File: src/rtl/mcard_line_decoder.sv
module mcard_line_decoder #(
  parameter int SYNC   = 2,
  parameter int BYTE_W = 8
) (
  input  logic              clk,
  input  logic              rst_n,
  input  logic              line_rst_i,
  input  logic              line_clk_i,
  input  logic              line_io_i,
  input  logic              phase_quiet_i,
  output logic              bit_valid_o,
  output logic              bit_o,
  output logic              byte_valid_o,
  output logic [BYTE_W-1:0] byte_o,
  output logic              reset_evt_o,
  output logic              intr_evt_o,
  output logic              start_evt_o,
  output logic              stop_evt_o,
  output logic              clk_fall_o
);
  localparam int CW = $clog2(BYTE_W);
  localparam logic [CW-1:0] LAST = CW'(BYTE_W - 1);

  logic [3*SYNC-1:0] chain;
  logic [2:0]        cur, prv;
  logic              seen, pend, bval;
  logic [CW-1:0]     cnt;
  logic [BYTE_W-1:0] shreg;

  assign cur = chain[3*SYNC-1 -: 3];

  wire rst_lo   = !cur[2] && !prv[2];
  wire rst_fall = prv[2] && !cur[2];
  wire c_rise   = cur[1] && !prv[1];
  wire c_fall   = !cur[1] && prv[1];
  wire d_rise   = cur[0] && !prv[0];
  wire d_fall   = !cur[0] && prv[0];
  wire cond_ok  = rst_lo && prv[1] && !phase_quiet_i;
  wire st_w     = cond_ok && d_fall;
  wire sp_w     = cond_ok && d_rise;
  wire done_w   = rst_lo && c_fall && pend && !st_w && !sp_w;
  wire [BYTE_W-1:0] next_sh = {bval, shreg[BYTE_W-1:1]};

  always_ff @(posedge clk) begin
    if (!rst_n) begin
      chain <= '0;
      prv   <= '0;
    end else begin
      chain <= {chain[3*SYNC-4:0], line_rst_i, line_clk_i, line_io_i};
      prv   <= cur;
    end
  end

  always_ff @(posedge clk) begin
    if (!rst_n) begin
      seen <= 1'b0; pend <= 1'b0; bval <= 1'b0;
      cnt <= '0; shreg <= '0; byte_o <= '0; bit_o <= 1'b0;
      bit_valid_o <= 1'b0; byte_valid_o <= 1'b0;
      reset_evt_o <= 1'b0; intr_evt_o <= 1'b0;
      start_evt_o <= 1'b0; stop_evt_o <= 1'b0; clk_fall_o <= 1'b0;
    end else begin
      bit_valid_o  <= 1'b0;
      byte_valid_o <= 1'b0;
      reset_evt_o  <= 1'b0;
      intr_evt_o   <= 1'b0;
      start_evt_o  <= 1'b0;
      stop_evt_o   <= 1'b0;
      clk_fall_o   <= 1'b0;
      if (cur[2]) begin
        pend <= 1'b0;
        if (!prv[2]) seen <= 1'b0;
        if (c_rise)  seen <= 1'b1;
      end else if (rst_fall) begin
        reset_evt_o <= seen;
        intr_evt_o  <= !seen;
        seen <= 1'b0;
        pend <= 1'b0;
        cnt  <= '0;
      end else begin
        clk_fall_o  <= c_fall;
        start_evt_o <= st_w;
        stop_evt_o  <= sp_w;
        if (st_w || sp_w) begin
          cnt  <= '0;
          pend <= 1'b0;
        end else begin
          if (c_rise) begin
            pend <= 1'b1;
            bval <= cur[0];
          end
          if (done_w) begin
            pend        <= 1'b0;
            bit_valid_o <= 1'b1;
            bit_o       <= bval;
            shreg       <= next_sh;
            if (cnt == LAST) begin
              cnt          <= '0;
              byte_valid_o <= 1'b1;
              byte_o       <= next_sh;
            end else begin
              cnt <= cnt + 1'b1;
            end
          end
        end
      end
    end
  end
endmodule

File: config.mk
export PLATFORM = sky130hd
export DESIGN_NAME = mcard_line_decoder
export DESIGN_NICKNAME = d
export VERILOG_FILES = /design/src/rtl/mcard_line_decoder.sv
export SDC_FILE = /design/constraint.sdc
export NUM_CORES = 1
export LEC_CHECK = 0
export ABC_CLOCK_PERIOD_IN_PS = 2700
export BUFFER_PORTS_ARGS = -buffer_cell sky130_fd_sc_hd__buf_4
export CORE_MARGIN = 2
export CORE_UTILIZATION = 50
export CTS_CLUSTER_SIZE = 16
export DETAILED_ROUTE_END_ITERATION = 16
export PLACE_DENSITY = 0.72
export REMOVE_ABC_BUFFERS = 1
export SLEW_MARGIN = 20
export SYNTH_ARGS = -nofsm -noshare
export SYNTH_HDL_FRONTEND = slang
export SYNTH_SLANG_ARGS = --single-unit
File: constraint.sdc
create_clock -name clk -period 2.7 [get_ports clk]
set_input_delay 0.675 -clock clk [delete_from_list [all_inputs] [get_ports clk]]
set_output_delay 0.675 -clock clk [all_outputs]
set_load 0.05 [all_outputs]
==> flow_summary.yaml, run 1 <==
power:
  seqPwrFrac: 0.638
  pwr-share-clk: 0.321
  p_comb_frac: 0.041
  powerDensity_nw_per_um2: 533
  cellInternalPower_w: 0.000667
  swShare: 0.239
  leakagePower_nw: 0.777
  vdd_ir_drop_max_mv: 0.455
  switchingPower_w: 0.000209
routing:
  wl_per_cell_um: 12.6
  vias_per_cell: 5.13
  ant_nets: 0
  firstDrtPassIters: 4
  drt_iter0_drc: 15
  drc_errors: 0
  num_vias: 933
  drt-total-wl_um: 2290
floorplan:
  die_h_um: 57.3
  rows: 19
  core_um2: 2730
  die-area_um2: 3290
  die_x_um: 57.3
  start_util: 0.520
  pin_count: 22
sta:
  fin_crit_ns: 1.59
  relSlewSlack: 0.706
  setup_tns_ns: 0
  skew_ns: 0.00872
  rsz0062_at_grt: "no"
  setup_violations: 0
  hold_violations: 0
  fmax_mhz: 628
  worst_pin_slew_ns: 0.440
  fin_crit_sh: 0.589
  slew_violations: 0
  setup_ws_ns: 1.11
hold_path:
  hold_class: "flip-flop to flip-flop"
  hold_path.startpoint: "chain[1]"
  worstHoldPathCells: 1
  whs_endpoint: "chain[4]"
global_route:
  grt-ovfl-total: 0
  grt_usage: 0.164
  grt_start_max_net_pins: 35
  antenna_found_initial: 0
  first_global_vias: 881
  grt_pass1_wl_um: 3930
clock_network:
  clockBufferDepth: 2
  cts.htree.levels: 2
  numClockSinks: 37
  clkSlewWorstSetupHoldPaths_ns: 0.11
  cts_tree: "built"
  cts-buffers-inserted: 5
  cts_setup_buffers: 0
  root_buffer: "clkbuf_4"
  cts-hold-fix-buffers: 0
  cts_resized: 0
  clk_latency_ns: 0.35
setup_path:
  r2r_start: "prv[1]"
  required_ns: 2.03
  cp-end-kind: "primary output"
  cp.arrival_ns: 0.92
  timing.rr.end: "cnt[0]"
  critPathKind: "flip-flop to primary output"
  slowest_stage: "dfxtp_1"
  r2r_cells: 3
  cp-start-kind: "flip-flop"
  cp.depth: 1
  cp_slowest_stage_delay_ns: 0.37
  path_delay_family: "flip-flops"
  reg2reg_slack_ns: 1.22
  startpoint: "byte_o[7]"
  critical_path.max_fanout: 2
  critPathBufInv: 1
  crit_path_cell_trace: "buf_4"
logic_synthesis:
  synth_edf_count: 0
  synth_seq_cells: 37
  synthTopCellsByArea: "dfxtp_1 52%, mux2i_1 12%, nand2_1 4.5%"
  seq_area_frac_synth: 0.521
  synth_most_common_cell: "dfxtp_1"
  synthTopCellsByCount: "37 x dfxtp_1, 17 x mux2i_1, 17 x nand2_1"
  synth_flop_cell: "dfxtp_1"
  yosys_warnings: 0
  synthArstFlopShare: 0
  synth_top_cell_by_area: "dfxtp_1"
  syn_avg_cell_area_um2: 11.2
  synthCells: 127
  synthDistinctLibCells: 37
  synth_top_area_share: 0.521
  synth.cell_area_um2: 1420
placement:
  gp_congestion: 0.723
  dpl_cell_area_um2: 1590
  io_buffer_count: 21
  place_ws_ns: 0.977
  hpwl_um: 1560
final_layout:
  final_area_um2: 1640
  fillers: 234
  utilization: 0.600
  multi_input_area_um2: 642
  layout-drive-gt1-share: 0.252
  finish.net_count: 158
  seqCellArea_um2: 741
  syn_to_final_growth_pct: 15.4
  antenna_cells: 0
status:
  outcome: "finished, final reports clean"
flow_run:
  drv_cap: 0
==> area by class of cell <==
cell class,instances,area share
clock buffers,5,0.0229
clock inverters,3,0.0107
inverters,2,0.00457
multi-input cells,83,0.391
flip-flops and latches,37,0.451
well taps,31,0.0236
repair buffers,21,0.0960
==> worst max-delay path by stage <==
stage                endpoint  slack, ns
detailed placement  byte_o[0]       0.98
CTS                 byte_o[0]       1.08
finish              byte_o[7]       1.11
floorplan           byte_o[0]       1.25
global route        byte_o[7]       1.06
global placement    byte_o[3]       1.03
==> worst register-to-register path, stage by stage, from the launching register on <==
cell and delay (ns):
dfxtp_1 0.48, and3b_2 0.31, mux2_2 0.35, a32o_1 0.25
==> stage by stage <==
stage | hold WS (ns) | instances | power, W
finish | 0.443 | 182 | 0.000876
floorplan | 0.412 | 122 | 0.000591
global placement | 0.415 | 174 | 0.000607
global route | 0.463 | 182 | 0.000912
detailed placement | 0.424 | 174 | 0.000608
CTS | 0.446 | 182 | 0.000891
==> flip-flops by register name (all words and copies together), names as in the netlist, 3 cells and up <==
register / cells
chain: 6
prv: 3
shreg: 6
byte_o: 8
cnt: 3
==> power groups by stage <==
stage                     clock network [W]   logic, W  registers [W]
after floorplan                           0  0.0000191       0.000572
after global placement                    0  0.0000356       0.000571
after detailed placement                  0  0.0000361       0.000571
after CTS                          0.000296  0.0000362       0.000559
after global routing               0.000312  0.0000395       0.000561
final                              0.000281  0.0000360       0.000559
==> cells by family after synthesis <==
| kind of cell | count (synthesis) | synth area share |
|---|---|---|
| XOR/XNOR | 2 | 0.0176 |
| adder cells (fa/ha/maj) | 2 | 0.0176 |
| AO/OA/AOI/OAI | 9 | 0.0721 |
| buffers and inverters | 7 | 0.0281 |
| multiplexers | 18 | 0.128 |
| AND/OR/NAND/NOR | 52 | 0.216 |
| flip-flops | 37 | 0.521 |
==> routing by layer <==
layer,GRT usage,wire (um)
met4,0.0897,53
met1,0.185,1060
met3,0.0748,117
met5,0,0
met2,0.256,1060
==> cells in the final DEF, fill, tap and decap left out, types with 2 or more instances in the layout <==
master	synthesis	final
clkbuf_4	0	5
nor2_1	5	5
inv_1	2	2
dfxtp_1	37	37
nor3_1	3	3
buf_4	1	21
nand3b_1	4	4
and2_1	8	8
nor3b_1	2	2
ha_1	2	2
nand2_1	17	17
mux2i_1	17	17
nand4bb_1	2	2
clkinv_2	0	2
nor2b_1	2	2
a22o_1	2	2
No activity file was read; power rests on OpenSTA's default activity.
==> run 2, diff against run 1 <==
--- a/config.mk
+++ b/config.mk
@@ -5,13 +5,13 @@
 export SDC_FILE = /design/constraint.sdc
 export NUM_CORES = 1
 export LEC_CHECK = 0
-export ABC_CLOCK_PERIOD_IN_PS = 2700
+export ABC_CLOCK_PERIOD_IN_PS = 1360
 export BUFFER_PORTS_ARGS = -buffer_cell sky130_fd_sc_hd__buf_4
 export CORE_MARGIN = 2
-export CORE_UTILIZATION = 50
+export CORE_UTILIZATION = 49
 export CTS_CLUSTER_SIZE = 16
 export DETAILED_ROUTE_END_ITERATION = 16
-export PLACE_DENSITY = 0.72
+export PLACE_DENSITY = 0.73
 export REMOVE_ABC_BUFFERS = 1
 export SLEW_MARGIN = 20
 export SYNTH_ARGS = -nofsm -noshare
==> constraint.sdc (replaced) <==
create_clock -name clk -period 1.36 [get_ports clk]
set_input_delay 0.34 -clock clk [delete_from_list [all_inputs] [get_ports clk]]
set_output_delay 0.34 -clock clk [all_outputs]
set_load 0.05 [all_outputs]
==> run 2 against run 1 <==
Effect of this change:
- clock skew is 0.0027 ns higher
- combinational power grew 130%
- via count up 6.2%
- core utilization grew 3.7 points
- clock power up 99%
- first-iteration DRC count down 13%
- global-route usage up 0.80 points
- largest power group unchanged
==> flow_summary.yaml, run 2 (synthesis gave the netlist of run 1 again) <==
setup_path:
  cp-start-kind: "flip-flop"
  r2r_cells: 5
  cp-end-kind: "flip-flop"
  cp.arrival_ns: 1.56
  critPathCapture: "cnt[0]"
  critPathKind: "flip-flop to flip-flop"
  timing.rr.end: "cnt[0]"
  critical_path.max_fanout: 3
  required_ns: 1.60
  startpoint: "cnt[0]"
  r2r_start: "cnt[0]"
  reg2reg_slack_ns: 0.04
clock_network:
  clkSlewWorstSetupHoldPaths_ns: 0.12
  numClockSinks: 37
  clk_latency_ns: 0.35
  cts-hold-fix-buffers: 0
  cts-buffers-inserted: 5
  cts_tree: "built"
  root_buffer: "clkbuf_4"
  clockBufferDepth: 2
  cts.htree.levels: 2
sta:
  fmax_mhz: 758
  skew_ns: 0.0115
  fin_crit_sh: 0.970
  rsz0062_at_grt: "no"
  worst_pin_slew_ns: 0.366
  hold_ws_ns: 0.188
  fin_crit_ns: 1.32
  slew_violations: 0
  hold_violations: 0
  relSlewSlack: 0.755
  setup_violations: 0
placement:
  io_buffer_count: 21
  hpwl_um: 1680
  gp_congestion: 0.744
floorplan:
  die_h_um: 57.9
  start_util: 0.516
  pin_count: 22
  die-area_um2: 3350
  core_um2: 2760
  rows: 19
  die_x_um: 57.9
power:
  leakagePower_nw: 0.836
  powerDensity_nw_per_um2: 994
  vdd_ir_drop_max_mv: 0.856
  finalPower_w: 0.00175
global_route:
  grt_start_max_net_pins: 35
  grt_usage: 0.172
  antenna_found_initial: 0
  grt-ovfl-total: 0
  grt_pass1_wl_um: 4320
  first_global_vias: 937
hold_path:
  hold_class: "input pin to flip-flop"
  worstHoldPathCells: 2
routing:
  drt-total-wl_um: 2510
  wl_per_cell_um: 13.1
  num_vias: 991
  wl_met3_um: 119
  met2WireLength_um: 1170
  drc_errors: 0
  firstDrtPassIters: 4
  wl_met1_um: 1160
  drt_iter0_drc: 13
  vias_per_cell: 5.16
  dr.max_layer_used: "met4"
  ant_nets: 0
flow_run:
  drv_cap: 0
final_layout:
  finish.net_count: 168
  layout-drive-gt1-share: 0.323
  largest_register_ffs: 8
  layout_common_cells: "35 x dfxtp_1, 29 x buf_4, 17 x nand2_1, 17 x mux2i_1, 8 x and2_1"
  syn_to_final_growth_pct: 23.7
  largest-register: "byte_o"
  top_regs: "byte_o: 8 flops, chain: 6 flops, shreg: 6 flops"
  mostFrequentLayoutCell: "dfxtp_1"
  antenna_cells: 0
status:
  outcome: "finished, final reports clean"
-- run 2: changes by cell type in the layout (fill, tap and decap cells not counted), sizes merged --
cell	before	now
buf	21	31
-- run 2: routing by layer --
layer,up-vias,track usage
met5,-,0
met4,0,0.0897
met3,6,0.0603
met2,22,0.263
met1,454,0.213
li1,509,-
-- run 2: cell type report --
| type | instances | area, um2 |
|---|---|---|
| tap | 31 | 38.8 |
| sequential | 37 | 743 |
| clock inverter | 3 | 17.5 |
| timing repair buffer | 31 | 258 |
| fill | 232 | 998 |
| multi-input combinational | 83 | 657 |
| inverter | 2 | 7.51 |
| clock buffer | 5 | 37.5 |
-- run 2: through the flow --
stage	worst slack (ns)	cell area [um2]	utilization	std cells	setup TNS, ns
6_report	0.0410	1760	0.638	192	0
3_3_place_gp	0.0234	1660	0.603	181	0
4_1_cts	0.00112	1730	0.628	189	0
3_5_place_dp	-0.0306	1660	0.603	181	-0.0306
5_1_grt	0.00232	1760	0.638	192	0
2_1_floorplan	-0.0158	1390	-	122	-0.0158
-- run 2: worst min-delay path by stage --
stage,from,endpoint,slack (ns)
global route,line_io_i,chain[0],0.18
floorplan,chain[0],chain[3],0.41
CTS,line_rst_i,chain[2],0.17
global placement,chain[2],chain[5],0.41
detailed placement,chain[2],chain[5],0.42
finish,line_rst_i,chain[2],0.19
-- run 2: where the power goes --
group          switching, W  internal (W)  total (W)
Clock              0.000366      0.000195   0.000560
Sequential       0.00000971       0.00110    0.00111
Combinational     0.0000463     0.0000361  0.0000824
-- run 2: critical path, stage by stage, from the launching register on --
cell and delay (ns):
dfxtp_2 0.35, ha_2 0.18, ha_4 0.13, nor3_1 0.05, mux2_2 0.26, a32o_1 0.25
-- run 2: what timing repair did --
| item | in CTS | in global routing |
|---|---|---|
| setup buffers | 0 | 3 |
| setup endpoints to repair | 1 | 1 |
| endpoints found under the hold margin | 0 | 0 |
| gates resized for setup | 2 | 3 |
==> run 3, diff against run 2 <==
--- a/config.mk
+++ b/config.mk
@@ -8,10 +8,11 @@
 export ABC_CLOCK_PERIOD_IN_PS = 1360
 export BUFFER_PORTS_ARGS = -buffer_cell sky130_fd_sc_hd__buf_4
 export CORE_MARGIN = 2
-export CORE_UTILIZATION = 49
+export CORE_UTILIZATION = 50
+export CTS_BUF_LIST = sky130_fd_sc_hd__clkbuf_8
 export CTS_CLUSTER_SIZE = 16
 export DETAILED_ROUTE_END_ITERATION = 16
-export PLACE_DENSITY = 0.73
+export PLACE_DENSITY = 0.74
 export REMOVE_ABC_BUFFERS = 1
 export SLEW_MARGIN = 20
 export SYNTH_ARGS = -nofsm -noshare
==> run 3 against run 2 <==
Effect of this change:
- power up 22%
- register-to-register slack about the same
- via count up 1.8%
- core utilization up 2.6 points
- wire length up 1.5%
- clock power up 69%
- die area down 1.9%
- critical path depth down 2
- count of clock-buffer cells in the layout unchanged
- flip-flop and latch count unchanged
- global-route usage down 0.33 points
==> flow_summary.yaml, run 3 (synthesis gave the netlist of run 1 again) <==
routing:
  firstDrtPassIters: 4
  ant_nets: 0
  drc_errors: 0
  vias_per_cell: 5.31
  num_vias: 1009
  drt_iter0_drc: 25
  wl_per_cell_um: 13.4
  drt-total-wl_um: 2550
setup_path:
  cp-start-kind: "flip-flop"
  r2r_cells: 3
  crit_path_cell_trace: "and3b_2 -> mux2_2 -> a32o_1"
  slowest_stage: "mux2_2"
  cp_slowest_stage_delay_ns: 0.35
  required_ns: 1.54
  critPathKind: "flip-flop to flip-flop"
  critical_path.max_fanout: 5
  cp-end-kind: "flip-flop"
  cp.arrival_ns: 1.51
final_layout:
  mostFrequentLayoutCell: "dfxtp_1"
  final_area_um2: 1820
  multi_input_area_um2: 667
  fillers: 210
  layout_common_cells: "34 x dfxtp_1, 27 x buf_4, 17 x nand2_1, 17 x mux2i_1, 8 x and2_1"
  seqCellArea_um2: 744
  antenna_cells: 0
  largest-register: "byte_o"
  layout-drive-gt1-share: 0.321
  finish.net_count: 166
  syn_to_final_growth_pct: 27.6
  top_regs: "byte_o: 8 flops, chain: 6 flops, shreg: 6 flops"
  largest_register_ffs: 8
power:
  p_comb_frac: 0.038
  finalPower_w: 0.00213
  pwr-share-clk: 0.443
  powerDensity_nw_per_um2: 1180
  cellInternalPower_w: 0.00168
  seqPwrFrac: 0.518
  leakagePower_nw: 0.849
  swShare: 0.212
  vdd_ir_drop_max_mv: 1.17
  switchingPower_w: 0.000452
placement:
  hpwl_um: 1660
  io_buffer_count: 21
  gp_congestion: 0.799
  dpl_cell_area_um2: 1660
  place_ws_ns: -0.0528
clock_network:
  cts-buffers-inserted: 5
  clk_latency_ns: 0.29
  clkSlewWorstSetupHoldPaths_ns: 0.07
  root_buffer: "clkbuf_8"
  cts_tree: "built"
  cts.htree.levels: 2
  numClockSinks: 37
  clockBufferDepth: 2
hold_path:
  hold_class: "input pin to flip-flop"
  worstHoldPathCells: 2
sta:
  fin_crit_ns: 1.33
  relSlewSlack: 0.746
  setup_tns_ns: 0
  slew_violations: 0
  hold_ws_ns: 0.256
  skew_ns: 0.00641
  hold_violations: 0
  fmax_mhz: 752
  setup_violations: 0
  setup_ws_ns: 0.0302
  fin_crit_sh: 0.978
  rsz0062_at_grt: "no"
  worst_pin_slew_ns: 0.380
floorplan:
  die_x_um: 57.3
  die-area_um2: 3290
  core_um2: 2730
  die_h_um: 57.3
  pin_count: 22
  start_util: 0.520
  rows: 19
status:
  outcome: "finished, final reports clean"
global_route:
  grt_pass1_wl_um: 4100
  grt_usage: 0.168
  grt_start_max_net_pins: 35
  first_global_vias: 900
  antenna_found_initial: 0
  grt-ovfl-total: 0
flow_run:
  drv_cap: 0
## run 3: changes by cell type in the layout (fill, tap and decap cells not counted)
cell / previous run / this run
clkbuf_8: 0 / 5
ha_2: 1 / 0
clkinv_4: 0 / 1
bufinv_16: 0 / 1
dfxtp_1: 35 / 34
clkinv_2: 2 / 0
ha_4: 1 / 2
dfxtp_2: 2 / 3
clkbuf_4: 5 / 0
buf_4: 29 / 27
## run 3: cell type report
class / instances / share of cell area
clock buffers: 5 / 0.0379
clock inverters: 3 / 0.0255
inverters: 2 / 0.00414
multi-input cells: 83 / 0.367
flip-flops and latches: 37 / 0.410
well taps: 31 / 0.0214
repair buffers: 29 / 0.134
## run 3: stage by stage
stage | util | std cells
after CTS | 0.659 | 190
after global placement | 0.609 | 181
after floorplan | - | 122
after detailed placement | 0.609 | 181
after global routing | 0.664 | 190
final | 0.664 | 190
## run 3: what timing repair did
item                       CTS  global route
setup endpoints to repair    1             1
gates resized for setup      4             3
setup buffers                1             0
hold buffers                 0             0
pin swaps                    1             0
## run 3: layer usage
layer  share of wire  routed length (um)  track usage  vias up
met3           0.045                 114       0.0680        4
met2            0.49                1250        0.276       21
met4           0.014                  35       0.0598        0
met5               0                   0            0        -
li1                -                   -            -      503
met1            0.45                1150        0.199      481
## run 3: power by group through the flow
stage	Combinational, W	Sequential (W)	Clock [W]
2_1_floorplan	0.0000379	0.00114	0
3_5_place_dp	0.0000813	0.00113	0
5_1_grt	0.0000901	0.00111	0.00101
3_3_place_gp	0.0000796	0.00113	0
6_report	0.0000821	0.00111	0.000945
4_1_cts	0.0000822	0.00111	0.000967
## run 3: path summary, 6_finish.rpt
path | from | to | slack, ns
max | chain[4] | cnt[0] | 0.03
min | line_clk_i | chain[1] | 0.26
max reg2reg | chain[4] | cnt[0] | 0.03
min reg2reg | chain[2] | chain[5] | 0.44
## run 3: critical path, delay by kind of cell, from the launching register on
kind / cells / cell delay [ns]
mux: 1 / 0.35
simple gates: 1 / 0.29
flops: 1 / 0.34
compound gates: 1 / 0.25
